### src/rtl/cgsync_pkg.sv
package cgsync_pkg;

    typedef enum logic {
        ST_HUNT   = 1'b0,
        ST_LOCKED = 1'b1
    } link_state_e;

    // Classified view of one input cycle
    typedef struct packed {
        logic strobe;  // a code group is present
        logic bad;     // decoder flagged it
        logic comma;   // matches a K28.5 pattern
    } cg_class_t;

    localparam int unsigned CG_W = 10;
    localparam int unsigned N_COMMA_FORMS = 2;

    // The two running-disparity forms of K28.5
    localparam logic [CG_W-1:0] COMMA_FORMS [N_COMMA_FORMS] = '{
        10'b0101111100,
        10'b1010000011
    };

    function automatic logic is_k285(input logic [CG_W-1:0] cg);
        logic hit;
        hit = 1'b0;
        for (int i = 0; i < N_COMMA_FORMS; i++)
            if (cg == COMMA_FORMS[i]) hit = 1'b1;
        return hit;
    endfunction

    function automatic int unsigned cnt_width(input int unsigned limit);
        return (limit < 2) ? 1 : $clog2(limit + 1);
    endfunction

endpackage

### src/rtl/cg_classify.sv
module cg_classify
    import cgsync_pkg::*;
(
    input  logic            valid_i,
    input  logic [CG_W-1:0] data_i,
    input  logic            bad_i,
    output cg_class_t       cls_o
);
    logic [N_COMMA_FORMS-1:0] form_hit;

    generate
        for (genvar g = 0; g < N_COMMA_FORMS; g++) begin : g_form
            assign form_hit[g] = (data_i == COMMA_FORMS[g]);
        end
    endgenerate

    always_comb begin
        cls_o.strobe = valid_i;
        cls_o.bad    = valid_i & bad_i;
        cls_o.comma  = valid_i & ~bad_i & (|form_hit);
    end
endmodule

### src/rtl/cg_acq_counter.sv
module cg_acq_counter
    import cgsync_pkg::*;
#(
    parameter int unsigned ACQ_COMMAS = 127,
    localparam int unsigned AW = cnt_width(ACQ_COMMAS)
) (
    input  logic          clk,
    input  logic          rst,
    input  logic          active_i,
    input  cg_class_t     cls_i,
    output logic          done_o,
    output logic [AW-1:0] cnt_o
);
    localparam logic [AW-1:0] LAST = AW'(ACQ_COMMAS - 1);

    logic [AW-1:0] cnt_q;

    assign done_o = active_i & cls_i.comma & (cnt_q == LAST);
    assign cnt_o  = cnt_q;

    always_ff @(posedge clk) begin
        if (rst || !active_i) begin
            cnt_q <= '0;
        end else if (cls_i.strobe) begin
            if (cls_i.bad)
                cnt_q <= '0;
            else if (cls_i.comma)
                cnt_q <= done_o ? '0 : cnt_q + AW'(1);
        end
    end
endmodule

### src/rtl/cg_loss_monitor.sv
module cg_loss_monitor
    import cgsync_pkg::*;
#(
    parameter int unsigned ERR_LIMIT   = 3,
    parameter int unsigned GOOD_WINDOW = 255,
    localparam int unsigned EW = cnt_width(ERR_LIMIT),
    localparam int unsigned GW = cnt_width(GOOD_WINDOW)
) (
    input  logic          clk,
    input  logic          rst,
    input  logic          active_i,
    input  cg_class_t     cls_i,
    output logic          lose_o,
    output logic [EW-1:0] err_cnt_o
);
    localparam logic [EW-1:0] ERR_LAST  = EW'(ERR_LIMIT - 1);
    localparam logic [GW-1:0] GOOD_LAST = GW'(GOOD_WINDOW - 1);

    logic [EW-1:0] err_q;
    logic [GW-1:0] good_q;

    assign lose_o    = active_i & cls_i.bad & (err_q == ERR_LAST);
    assign err_cnt_o = err_q;

    always_ff @(posedge clk) begin
        if (rst || !active_i) begin
            err_q  <= '0;
            good_q <= '0;
        end else if (cls_i.strobe) begin
            if (cls_i.bad) begin
                err_q  <= lose_o ? '0 : err_q + EW'(1);
                good_q <= '0;
            end else if (err_q != '0) begin
                if (good_q == GOOD_LAST) begin
                    err_q  <= '0;
                    good_q <= '0;
                end else begin
                    good_q <= good_q + GW'(1);
                end
            end
        end
    end
endmodule

### src/rtl/cgsync_lock.sv
module cgsync_lock
    import cgsync_pkg::*;
#(
    parameter int unsigned ACQ_COMMAS  = 127,
    parameter int unsigned ERR_LIMIT   = 3,
    parameter int unsigned GOOD_WINDOW = 255
) (
    input  logic            clk,
    input  logic            rst,
    input  logic            cg_valid_i,
    input  logic [CG_W-1:0] cg_data_i,
    input  logic            cg_bad_i,
    output logic            sync_o
);
    localparam int unsigned AW = cnt_width(ACQ_COMMAS);
    localparam int unsigned EW = cnt_width(ERR_LIMIT);

    cg_class_t     cls;
    link_state_e   state_q, state_d;
    logic          acq_done, lose;
    logic [AW-1:0] acq_cnt_w;
    logic [EW-1:0] err_cnt_w;

    cg_classify u_cls (
        .valid_i (cg_valid_i),
        .data_i  (cg_data_i),
        .bad_i   (cg_bad_i),
        .cls_o   (cls)
    );

    cg_acq_counter #(.ACQ_COMMAS(ACQ_COMMAS)) u_acq (
        .clk      (clk),
        .rst      (rst),
        .active_i (state_q == ST_HUNT),
        .cls_i    (cls),
        .done_o   (acq_done),
        .cnt_o    (acq_cnt_w)
    );

    cg_loss_monitor #(.ERR_LIMIT(ERR_LIMIT), .GOOD_WINDOW(GOOD_WINDOW)) u_loss (
        .clk       (clk),
        .rst       (rst),
        .active_i  (state_q == ST_LOCKED),
        .cls_i     (cls),
        .lose_o    (lose),
        .err_cnt_o (err_cnt_w)
    );

    always_comb begin
        state_d = state_q;
        unique case (state_q)
            ST_HUNT:   if (acq_done) state_d = ST_LOCKED;
            ST_LOCKED: if (lose)     state_d = ST_HUNT;
            default:                 state_d = ST_HUNT;
        endcase
    end

    always_ff @(posedge clk) begin
        if (rst) state_q <= ST_HUNT;
        else     state_q <= state_d;
    end

    assign sync_o = (state_q == ST_LOCKED);
endmodule

### config.mk
export PLATFORM = sky130hd
export DESIGN_NAME = cgsync_lock
export DESIGN_NICKNAME = d
export VERILOG_FILES = /design/src/rtl/cgsync_pkg.sv /design/src/rtl/cg_classify.sv /design/src/rtl/cg_acq_counter.sv /design/src/rtl/cg_loss_monitor.sv /design/src/rtl/cgsync_lock.sv
export SDC_FILE = /design/constraint.sdc
export NUM_CORES = 1
export LEC_CHECK = 0
export BUFFER_PORTS_ARGS = -buffer_cell sky130_fd_sc_hd__buf_4
export CAP_MARGIN = 25
export CORE_MARGIN = 2
export CORE_UTILIZATION = 52
export CTS_CLUSTER_DIAMETER = 150
export CTS_CLUSTER_SIZE = 10
export DETAILED_ROUTE_END_ITERATION = 10
export PLACE_DENSITY = 0.81
export SYNTH_ARGS = -nofsm -noshare
export SYNTH_HDL_FRONTEND = slang
export SYNTH_HIERARCHICAL = 1
export SYNTH_SLANG_ARGS = --single-unit
### constraint.sdc
create_clock -name clk -period 1.95 [get_ports clk]
set_input_delay 0.0975 -clock clk [delete_from_list [all_inputs] [get_ports clk]]
set_output_delay 0.0975 -clock clk [all_outputs]
set_load 0.1 [all_outputs]
==> impl_results.md <==
- CTS tree: built
- Synth Register Bits: 18
- Non-Filler Instances: 155
- Rel. slew slack: 0.6963
- Die ar.: roughly 2400 sq um
- Critical path peak fanout: 5
- Max-slew violation count: 0
- Crit-path leading delay family: compound AO/OA/AOI/OAI gates
- Clock Tree Buf Depth: 2
- Maximum level of the CTS H-tree: 1
- Fin nets: ~150
- Yosys warns: 6
- Total gr overflow: 0
- Worst-path clk slew: about 0.1 ns
- Core Rows: 16
- Mapped cell area: between 1000 and 1500 sq um
- 1st-pass router iterations: 4
- CP Cell Sequence: ha_1, nand4_1, o21ba_2, o21bai_1, nor2_1
- Final setup fails: 0
- Core Region: 1922 sq um
- WL per Instance: 12.41 um
- Sequential area share after synthesis: 0.3474
- Post-synth top area share: 0.3474
- Worst EP arrival: 1.70 ns
- Vias in the first global route: 792
- Outcome: completed
- CTS root buffer: clkbuf_4
- Initial DRC count: 8
- Die Y: 48.66 um
- Placed instance count: 150
- Unrepaired setup endpoints after global routing: false
- Clock sinks: 18
- Post-cts sizing count: 0
- Hold WS: ~0.14 ns
- Cts bufs inserted: 3
- Initial antenna violation count: 0
- CP Launch Type: flop
- Max Cap Viol: 0
- Most frequent cells in the layout: nor2_1, dfxtp_1, buf_4, nand3_1, xor2_1
- Worst setup path class: flop to flop
- Clock Latency Late Sink: between 0.2 and 0.3 ns
- Post-DRT Antenna Nets: 0
- P&R area growth vs syn: 16.04%
- Top cells by area, synth: dfxtp_1, nor2_1, xor2_1, ha_1, xnor2_1
- Global-route wire length before repair: 3.229 mm
- Clock skew: roughly 0.0073 ns
- Crit share post-route: 0.7890
- Dpl cell area: 1157 sq um
- Ant diodes: 0
- Final setup TNS: 0 ns
- I/O pin count: 15
- Largest stage delay, worst path: ~0.42 ns
- Commonest non-fill, non-tap cell in the layout: nor2_1
- Syn Nets: 129
- Final hold vios: 0
- Req. time, crit path: 2.12 ns
- P per Cell Area: ~550 nW/um^2
- Starting Density: 0.5397
- DP HPWL: 1.498 mm
- Leakage Power: about 0.42 nW
- Total Wirelength: 1.923 mm
- Maximum VDD drop: 309.3 uV
- Largest net degree at the start of global routing: 11
- Tmin final: 1.539 ns
- Routed via count: 828
- Buf+Inv Stages, Crit Path: 0
- Fraction of layout cells with a size suffix above 1: 0.2422
- CP endpoint kind: flop
- Cell count after synthesis: 111
- GP Congestion: 0.8447
- Via-to-Cell Ratio: 5.342
- Slowest-stage cell, CP: dfxtp_1
- Largest area contributor in the netlist: dfxtp_1
- Slew at the pin with the worst max-slew slack: 0.4556 ns
- Mean Syn Cell Area: ~9.3 sq um
- Residual DRC count: 0
- Distinct cell type count after synthesis: 38
- Die Span X: roughly 49 um
- Min-Delay Path Class: primary input to flop
- FMAX: between 600 and 700 MHz
- Final Cell Area: 1204 sq um
- Global Route Usage Sum: 0.1734
- Number of buffers added on ports: 14
==> report_power, final <==
part	switching (mW)	leakage (nW)	internal [mW]
Clock	0.112	0.0210	0.114
Sequential	0.00165	0.145	0.369
Combinational	0.0282	0.253	0.0333
==> worst reg2reg max path: cells and delay by family, from the launching register on <==
family,cells,cell delay [ns]
AOI/OAI and AO/OA,2,0.59
adders and majority gates,1,0.18
DFF,1,0.42
and+or+nand+nor,2,0.23
==> flip-flops by register name, indices dropped and copies added (netlist names) <==
register,flops
u_loss/good_q,8
u_acq/cnt_o,7
u_loss/err_cnt_o,2
sync_o,1
==> kinds of logic (layout without fill, tap and decap cells) <==
family | after synthesis | after routing | synth area share
compound gates | 16 | 16 | 0.1544
xor+xnor | 12 | 12 | 0.1013
fa+ha+maj | 4 | 4 | 0.04825
buf+inv | 7 | 24 | 0.04101
flops | 18 | 18 | 0.3474
simple gates | 54 | 54 | 0.3076
==> synthesized netlist by cell type <==
library cell  count
o21ai_4           1
and4_4            1
a21oi_1           2
o21ba_2           1
and3_2            1
and4bb_1          2
nand2_1           4
xnor2_1           5
nor2_1           19
dfxtp_1          18
ha_1              4
nand3_1           7
and3_1            2
a21oi_2           1
nor2b_1           1
or4_1             1
o21ai_0           2
and4bb_2          2
buf_4             1
a31oi_1           1
clkinv_4          1
inv_1             4
xor2_1            7
a41oi_4           1
a211oi_2          1
nand4_1           4
nand3b_1          1
o21ai_2           1
o21bai_1          1
o211ai_1          1
and2_1            2
a22oi_1           1
nand4b_1          2
buf_6             1
nand2b_1          4
nor4b_2           1
o21bai_4          1
o31a_1            1
==> timing repair <==
action,4_1_cts,5_1_grt
hold buffers,1,0
setup buffers,0,0
setup endpoints to repair,0,0
endpoints found under the hold margin,1,0
==> worst paths after layout <==
| kind | end | slack [ns] | from | cells past startpoint |
|---|---|---|---|---|
| worst min-delay path | u_loss/err_cnt_o[0] | 0.14 | cg_valid_i | 3 |
| worst max-delay path | u_acq/cnt_o[0] | 0.41 | u_acq/cnt_o[1] | 5 |
| worst min register to register | u_acq/cnt_o[5] | 0.51 | u_acq/cnt_o[5] | 2 |
| worst max register to register | u_acq/cnt_o[0] | 0.41 | u_acq/cnt_o[1] | 5 |
==> through the flow <==
step | power [mW] | worst slack (ns) | utilization
CTS | 0.6654 | 0.4368 | 0.6263
global route | 0.6942 | 0.3391 | 0.6263
global placement | 0.4359 | 0.2952 | 0.6022
detailed placement | 0.4386 | 0.2384 | 0.6022
floorplan | 0.4128 | 0.2632 | -
finish | 0.6576 | 0.4114 | 0.6263
==> routing by layer <==
| metal | track usage | share of wire |
|---|---|---|
| met3 | 0.02160 | 0.030 |
| met1 | 0.1848 | 0.43 |
| met4 | 0.07143 | 0 |
| met2 | 0.3379 | 0.54 |
| met5 | 0 | 0 |
==> final cells by class <==
cell class,count,area (sq um)
inverters,5,23.77
clock buffers,4,36.28
fillers,174,718.2
multi-input cells,86,634.4
repair buffers,15,115.1
well taps,27,33.78
flip-flops and latches,18,360.3
Power figures use the tool's default switching activity.
